--- src/rtl/eep_pkg.sv ---
package eep_pkg;
    typedef enum logic [2:0] {
        ST_IDLE  = 3'd0,
        ST_SEL   = 3'd1,
        ST_WADDR = 3'd2,
        ST_WDATA = 3'd3,
        ST_RDATA = 3'd4
    } eep_state_e;
endpackage

--- src/rtl/eep_pin_sync.sv ---
module eep_pin_sync (
    input  logic clk,
    input  logic rst_n,
    input  logic scl_i,
    input  logic sda_i,
    output logic scl_o,
    output logic sda_o,
    output logic scl_rise_o,
    output logic scl_fall_o,
    output logic start_o,
    output logic stop_o
);
    // bit 0 = SCL, bit 1 = SDA; two sync stages then one history stage
    logic [1:0] s1_d, s1_q, s2_d, s2_q, s3_d, s3_q;

    always_comb begin
        s1_d = {sda_i, scl_i};
        s2_d = s1_q;
        s3_d = s2_q;
    end

    always_ff @(posedge clk or negedge rst_n) begin
        if (!rst_n) begin
            s1_q <= 2'b11;
            s2_q <= 2'b11;
            s3_q <= 2'b11;
        end else begin
            s1_q <= s1_d;
            s2_q <= s2_d;
            s3_q <= s3_d;
        end
    end

    assign scl_o      = s2_q[0];
    assign sda_o      = s2_q[1];
    assign scl_rise_o = s2_q[0] & ~s3_q[0];
    assign scl_fall_o = ~s2_q[0] & s3_q[0];
    assign start_o    = s2_q[0] & s3_q[0] & ~s2_q[1] & s3_q[1];
    assign stop_o     = s2_q[0] & s3_q[0] & s2_q[1] & ~s3_q[1];
endmodule

--- src/rtl/eep_wr_timer.sv ---
module eep_wr_timer #(
    parameter int CYCLES = 64
) (
    input  logic clk,
    input  logic rst_n,
    input  logic start_i,
    output logic busy_o
);
    localparam int CW = $clog2(CYCLES + 1);

    logic [CW-1:0] cnt_d, cnt_q;

    always_comb begin
        cnt_d = cnt_q;
        if (start_i)
            cnt_d = CW'(CYCLES);
        else if (cnt_q != '0)
            cnt_d = cnt_q - CW'(1);
    end

    always_ff @(posedge clk or negedge rst_n) begin
        if (!rst_n) cnt_q <= '0;
        else        cnt_q <= cnt_d;
    end

    assign busy_o = (cnt_q != '0);
endmodule

--- src/rtl/eep_array.sv ---
module eep_array #(
    parameter int DEPTH = 128,
    parameter int PAGE  = 16
) (
    input  logic                            clk,
    input  logic                            rst_n,
    input  logic                            commit_i,
    input  logic [$clog2(DEPTH)-$clog2(PAGE)-1:0] page_sel_i,
    input  logic [PAGE-1:0][7:0]            page_data_i,
    input  logic [PAGE-1:0]                 page_mask_i,
    input  logic [$clog2(DEPTH)-1:0]        rd_addr_i,
    output logic [7:0]                      rd_data_o
);
    localparam int PW = $clog2(PAGE);

    logic [7:0] mem_d [DEPTH];
    logic [7:0] mem_q [DEPTH];

    always_comb begin
        mem_d = mem_q;
        if (commit_i) begin
            for (int i = 0; i < PAGE; i++) begin
                if (page_mask_i[i])
                    mem_d[{page_sel_i, PW'(i)}] = page_data_i[i];
            end
        end
    end

    always_ff @(posedge clk or negedge rst_n) begin
        if (!rst_n) begin
            for (int i = 0; i < DEPTH; i++) mem_q[i] <= 8'hFF;
        end else begin
            mem_q <= mem_d;
        end
    end

    assign rd_data_o = mem_q[rd_addr_i];
endmodule

--- src/rtl/eep_i2c_slave.sv ---
module eep_i2c_slave #(
    parameter int         MEM_DEPTH  = 128,
    parameter int         PAGE_BYTES = 16,
    parameter int         WR_CYCLES  = 64,
    parameter logic [3:0] DEV_TYPE   = 4'b1010
) (
    input  logic clk,
    input  logic rst_n,
    input  logic scl_i,
    input  logic sda_i,
    input  logic wc_i,
    output logic sda_oe_o
);
    import eep_pkg::*;

    localparam int AW = $clog2(MEM_DEPTH);
    localparam int PW = $clog2(PAGE_BYTES);

    typedef struct packed {
        eep_state_e                 st;
        logic [3:0]                 bits;
        logic                       ackph;
        logic                       mack;
        logic [7:0]                 sh;
        logic [AW-1:0]              addr;
        logic                       oe;
        logic                       pend;
        logic                       commit;
        logic [PAGE_BYTES-1:0][7:0] pbuf;
        logic [PAGE_BYTES-1:0]      pmask;
    } ctl_t;

    ctl_t       ctl_d, ctl_q;
    logic       scl_s, sda_s, scl_rise, scl_fall, start_evt, stop_evt;
    logic       busy, commit;
    logic [7:0] rd_data;

    eep_pin_sync i_sync (
        .clk(clk), .rst_n(rst_n), .scl_i(scl_i), .sda_i(sda_i),
        .scl_o(scl_s), .sda_o(sda_s), .scl_rise_o(scl_rise),
        .scl_fall_o(scl_fall), .start_o(start_evt), .stop_o(stop_evt)
    );

    eep_wr_timer #(.CYCLES(WR_CYCLES)) i_timer (
        .clk(clk), .rst_n(rst_n), .start_i(commit), .busy_o(busy)
    );

    eep_array #(.DEPTH(MEM_DEPTH), .PAGE(PAGE_BYTES)) i_array (
        .clk(clk), .rst_n(rst_n), .commit_i(commit),
        .page_sel_i(ctl_q.addr[AW-1:PW]), .page_data_i(ctl_q.pbuf),
        .page_mask_i(ctl_q.pmask), .rd_addr_i(ctl_q.addr), .rd_data_o(rd_data)
    );

    always_comb begin
        ctl_d        = ctl_q;
        ctl_d.commit = 1'b0;
        if (start_evt) begin
            ctl_d.st    = ST_SEL;
            ctl_d.bits  = '0;
            ctl_d.ackph = 1'b0;
            ctl_d.oe    = 1'b0;
            ctl_d.pend  = 1'b0;
            ctl_d.sh    = '0;
        end else if (stop_evt) begin
            ctl_d.st     = ST_IDLE;
            ctl_d.oe     = 1'b0;
            ctl_d.ackph  = 1'b0;
            ctl_d.commit = ctl_q.pend & ~busy;
            ctl_d.pend   = 1'b0;
        end else begin
            case (ctl_q.st)
                ST_SEL, ST_WADDR, ST_WDATA: begin
                    if (scl_rise && ctl_q.bits != 4'd8) begin
                        ctl_d.sh   = {ctl_q.sh[6:0], sda_s};
                        ctl_d.bits = ctl_q.bits + 4'd1;
                    end else if (scl_fall && ctl_q.bits == 4'd8 && !ctl_q.ackph) begin
                        ctl_d.ackph = 1'b1;
                        if (ctl_q.st == ST_SEL) begin
                            if (ctl_q.sh[7:4] == DEV_TYPE && !busy) begin
                                ctl_d.oe = 1'b1;
                            end else begin
                                ctl_d.st    = ST_IDLE;
                                ctl_d.ackph = 1'b0;
                            end
                        end else if (ctl_q.st == ST_WADDR) begin
                            ctl_d.oe    = 1'b1;
                            ctl_d.addr  = ctl_q.sh[AW-1:0];
                            ctl_d.pmask = '0;
                        end else if (!wc_i) begin
                            ctl_d.oe                          = 1'b1;
                            ctl_d.pbuf[ctl_q.addr[PW-1:0]]    = ctl_q.sh;
                            ctl_d.pmask[ctl_q.addr[PW-1:0]]   = 1'b1;
                            ctl_d.pend                        = 1'b1;
                            ctl_d.addr[PW-1:0]                = ctl_q.addr[PW-1:0] + PW'(1);
                        end else begin
                            ctl_d.st    = ST_IDLE;
                            ctl_d.ackph = 1'b0;
                        end
                    end else if (scl_fall && ctl_q.ackph) begin
                        ctl_d.oe    = 1'b0;
                        ctl_d.ackph = 1'b0;
                        ctl_d.bits  = '0;
                        if (ctl_q.st == ST_SEL) begin
                            if (ctl_q.sh[0]) begin
                                ctl_d.st = ST_RDATA;
                                ctl_d.sh = rd_data;
                                ctl_d.oe = ~rd_data[7];
                            end else begin
                                ctl_d.st = ST_WADDR;
                            end
                        end else if (ctl_q.st == ST_WADDR) begin
                            ctl_d.st = ST_WDATA;
                        end
                    end
                end
                ST_RDATA: begin
                    if (scl_rise && ctl_q.bits != 4'd8) begin
                        ctl_d.bits = ctl_q.bits + 4'd1;
                    end else if (scl_rise && !ctl_q.ackph) begin
                        ctl_d.mack  = ~sda_s;
                        ctl_d.ackph = 1'b1;
                    end else if (scl_fall && !ctl_q.ackph && ctl_q.bits != 4'd8) begin
                        ctl_d.sh = {ctl_q.sh[6:0], 1'b0};
                        ctl_d.oe = ~ctl_q.sh[6];
                    end else if (scl_fall && !ctl_q.ackph) begin
                        ctl_d.oe   = 1'b0;
                        ctl_d.addr = ctl_q.addr + AW'(1);
                    end else if (scl_fall) begin
                        ctl_d.ackph = 1'b0;
                        ctl_d.bits  = '0;
                        if (ctl_q.mack) begin
                            ctl_d.sh = rd_data;
                            ctl_d.oe = ~rd_data[7];
                        end else begin
                            ctl_d.st = ST_IDLE;
                        end
                    end
                end
                default: ;
            endcase
        end
    end

    always_ff @(posedge clk or negedge rst_n) begin
        if (!rst_n) ctl_q <= '0;
        else        ctl_q <= ctl_d;
    end

    assign commit   = ctl_q.commit;
    assign sda_oe_o = ctl_q.oe;
endmodule

--- config.mk ---
export PLATFORM = sky130hd
export DESIGN_NAME = eep_i2c_slave
export DESIGN_NICKNAME = d
export VERILOG_FILES = /design/src/rtl/eep_pkg.sv /design/src/rtl/eep_pin_sync.sv /design/src/rtl/eep_wr_timer.sv /design/src/rtl/eep_array.sv /design/src/rtl/eep_i2c_slave.sv
export SDC_FILE = /design/constraint.sdc
export NUM_CORES = 2
export LEC_CHECK = 0
export BUFFER_PORTS_ARGS = -buffer_cell sky130_fd_sc_hd__buf_2
export CAP_MARGIN = 20
export CORE_MARGIN = 4
export CORE_UTILIZATION = 49
export CTS_CLUSTER_SIZE = 30
export DETAILED_ROUTE_END_ITERATION = 16
export GPL_TIMING_DRIVEN = 0
export PLACE_DENSITY = 0.67
export SLEW_MARGIN = 15
export SYNTH_ARGS = -nofsm -noshare
export SYNTH_HDL_FRONTEND = slang
export SYNTH_SLANG_ARGS = --single-unit
--- constraint.sdc ---
create_clock -name clk -period 3.26 [get_ports clk]
set_input_delay 0 -clock clk [delete_from_list [all_inputs] [get_ports clk]]
set_output_delay 0 -clock clk [all_outputs]
set_load 0.02 [all_outputs]
==> results.rst <==
.. list-table::
   :header-rows: 1

   * - Metric
     - Value
   * - Post-synth ARST share
     - 1.00
   * - Pin count of the biggest net entering global routing
     - 148
   * - Via count of the first global-routing pass
     - 38,200
   * - Number of vias per cell
     - 6.72
   * - Final-layout worst hold slack
     - 0.115 ns
   * - Worst rel slew slack
     - 0.136
   * - Core area
     - 113,000 um2
   * - Final number of hold-violating endpoints
     - 0
   * - Number of max-capacitance violations reported
     - 0
   * - Largest area contributor in the synthesized netlist
     - dfstp_2
   * - Port buffer count
     - 5
   * - Share of final-layout standard cells stronger than drive strength 1
     - 0.733
   * - Number of clock buffers inserted by TritonCTS
     - 133
   * - Cells after synthesis
     - 3,757
   * - Sequential fraction of the synthesis area
     - 0.565
   * - Worst Clk Skew
     - 0.0342 ns
   * - Leakage Power
     - 27.3 nW
   * - Maximum level of the CTS H-tree
     - 4
   * - Final wirelength
     - 218,000 um
   * - Post-synthesis share of cell area spent on full adders, half adders and majority gates
     - 0.00180
   * - Clock tree from TritonCTS
     - built
   * - FF+latch area
     - 31,500 um2
   * - Number of search-and-repair iterations in the first detailed-routing pass
     - 6
   * - Overall Global Routing Usage
     - 0.362
   * - Finished Layout Cells
     - 5,670
   * - Critical Path AT
     - 4.20 ns
   * - Total via count in the routed design
     - 38,100
   * - Initial Utilization
     - 0.494
   * - Placed cell count
     - 5,334
   * - Layout overhead on the synthesized area
     - 18.6%
   * - 1st-iter DRT viols
     - 4,512
   * - Top routing layer used
     - met5
   * - Wire length of the first global-routing pass
     - 302,000 um
   * - Combinational family with the most area after synthesis
     - multiplexers
   * - Number of unique standard cell types used by synthesis
     - 78
   * - Post-route minimum period
     - 3.49 ns
   * - Run status
     - finished with violations
   * - Register-to-register path setup slack
     - -0.23 ns
   * - Power density normalized to cell area
     - 492 nW/um2
   * - Post-synth top flop
     - dfstp_2
   * - Half-perimeter wire length after placement
     - 148,000 um
   * - Leading cell type in the layout, fill and taps excluded
     - mux2_2
   * - Wire length per cell
     - 38.4 um
   * - Post-layout util
     - 0.586
   * - Critical Path End Type
     - flip-flop
   * - Failing checks
     - setup timing
   * - Synth top area share
     - 0.485
   * - Die Y-Extent
     - 345 um
   * - Site Rows
     - 123
   * - Die area
     - 119,000 um2
   * - Synthesized flop and latch total
     - 1,208
   * - Startpoint kind of the worst setup timing path
     - flip-flop
   * - Startpoint of the lowest-slack register-to-register path
     - ctl_q[151]$_DFFE_PN0P_
   * - Worst min-delay path category
     - input pin to asynchronous set/reset pin
   * - Share of synthesized area spent on multiplexers
     - 0.334
   * - Number of inserted filler cells in the final layout
     - 8,609
   * - Most frequent cells in the layout
     - mux2_2 (1,127), dfstp_2 (1,030), mux4_2 (191)
   * - Worst path setup slack after routing
     - -0.228 ns
   * - Post-synthesis xor/xnor area fraction
     - 0.000628
   * - Routed met1 length
     - 80,300 um
   * - CTS clock-pin slew for the worst setup and hold paths
     - 0.07 ns
   * - Max frequency
     - 287 MHz
   * - Setup violation total in the final timing report
     - 27
   * - Mean instance size in the synthesized netlist
     - 14.8 um2
   * - Worst-Skew Late Latency
     - 0.80 ns
   * - Length in cells of the worst reg-to-reg path
     - 9
   * - Net count after synthesis
     - 3,770
   * - Synth area leaders
     - dfstp_2 (49%), mux2_2 (23%), dfrtp_1 (8.0%), mux4_2 (7.7%), mux2i_1 (2.7%)
   * - Beginning of the critical path
     - ctl_q[151]$_DFFE_PN0P_
   * - Netlist area before placement
     - 55,800 um2
   * - Initial antenna violation count
     - 8
   * - Synthesized-area fraction occupied by ao, oa, aoi and oai cells
     - 0.0302
   * - Worst-path maximum fanout
     - 10
   * - Total overflow reported by the global router
     - 0
   * - Number of top-level design ports
     - 6
   * - Clock sink count
     - 1,208
   * - Start-to-end type of the worst setup path
     - flip-flop to flip-flop
   * - Worst endpoint required time
     - 3.97 ns
   * - Share of the cycle needed by the critical path after routing
     - 1.07
   * - Capture instance of the worst register-to-register path
     - ctl_q[161]$_DFFE_PN0P_
   * - Total power after layout
     - 32.5 mW
   * - Warning count from the yosys run
     - 0
   * - Final routed DRC violation total
     - 0
   * - WL met2
     - 92,700 um
   * - Pin slew with the least headroom to its limit
     - 1.29 ns
   * - Number of synthesized flops with an enable pin
     - 0
   * - Setup slack at placement
     - -1.75 ns
   * - Antenna Nets Post-Route
     - 0
   * - Die W
     - 345 um
   * - Cell at the root of the clock tree
     - clkbuf_16
   * - Setup repair after global routing missed its margin
     - true
   * - Area of the multi-input gates
     - 24,300 um2
   * - Basic-gate share of the synthesized area counting and, or, nand and nor cells
     - 0.0523
   * - Amount of wire on met3 after detailed routing
     - 25,100 um
   * - Routability congestion estimate from global placement
     - 1.06
   * - Number of nets at the end of the flow
     - 4,068
   * - Clock buffer depth
     - 3
   * - Peak ir drop on the vdd network
     - 0.000561 V
   * - Number of pins exceeding their max-slew limit in the final report
     - 0
==> worst max-delay path, cell delays in order (launching register included) <==
cell	delay, ns
dfrtp_1	0.39
buf_2	0.25
nand2_1	0.35
nor2_1	1.09
nand2_1	0.36
o22ai_1	0.30
nor3_2	0.08
buf_4	0.21
a41oi_1	0.18
a221o_1	0.18
==> what timing repair did <==
item,4_1_cts,5_1_grt
resized for setup,345,59
endpoints found under the hold margin,173,0
buffers inserted,59,23
hold buffers,7,0
pin swaps,41,7
endpoints found under the setup margin,875,93
==> state kept, by name, indices dropped and copies added (netlist names) <==
register and count:
i_array.mem_q 1024, ctl_q 169, i_timer.cnt_q 7, i_sync.s1_q 2, i_sync.s2_q 2, i_sync.s3_q 2, commit 1, sda_oe_o 1
==> layout make-up <==
cell class	count	share of cell area
flip-flops and latches	1208	0.477
multi-input cells	2373	0.368
clock buffers	186	0.0572
repair buffers	168	0.0326
well taps	1500	0.0284
plain buffers	155	0.0248
clock inverters	58	0.0113
inverters	16	0.000984
diodes	6	0.000227
==> per-layer routing <==
layer,GRT usage,vias up
li1,-,14700
met5,0,-
met4,0.260,4
met1,0.451,20200
met2,0.520,2397
met3,0.133,823
==> metrics by stage <==
stage | area [um2] | setup TNS, ns
final | 66100 | -1.51
after global routing | 66100 | -0.0687
after CTS | 65700 | -0.168
after detailed placement | 59000 | -429.03
after global placement | 57700 | -
after floorplan | 55800 | 0
==> worst max-delay path by stage <==
stage | endpoint | slack (ns) | cells after the start
floorplan | ctl_q[82]$_DFFE_PN0P_ | 0.58 | 11
global placement | ctl_q[46]$_DFFE_PN0P_ | -23.53 | 1
detailed placement | ctl_q[160]$_DFFE_PN0P_ | -1.75 | 10
CTS | ctl_q[160]$_DFFE_PN0P_ | -0.15 | 9
global route | ctl_q[160]$_DFFE_PN0P_ | -0.05 | 10
finish | ctl_q[161]$_DFFE_PN0P_ | -0.23 | 9
==> cell usage after synthesis, types with 18 or more instances <==
| cell | n |
|---|---|
| nor4_1 | 18 |
| mux2_2 | 1127 |
| clkbuf_1 | 63 |
| mux2i_1 | 151 |
| nand2_1 | 188 |
| dfrtp_1 | 178 |
| a21oi_1 | 50 |
| o21ai_0 | 71 |
| dfstp_2 | 1030 |
| nor3_1 | 31 |
| nand4_1 | 39 |
| a22oi_1 | 37 |
| nand3_1 | 69 |
| nor2_1 | 208 |
| buf_2 | 57 |
| buf_4 | 29 |
| mux4_2 | 191 |
==> cells by family after synthesis <==
group	Yosys count
muxes	1473
DFF	1208
and+or+nand+nor	629
AOI/OAI and AO/OA	259
buffers and inverters	176
adders and majority gates	8
xor gates and xnor gates	4
==> power breakdown <==
group          internal (mW)  total (mW)  switching, mW
clock network           9.34        15.8           6.50
logic                  0.328        1.40           1.07
registers               15.2        15.3          0.126
Power figures use the tool's default switching activity.
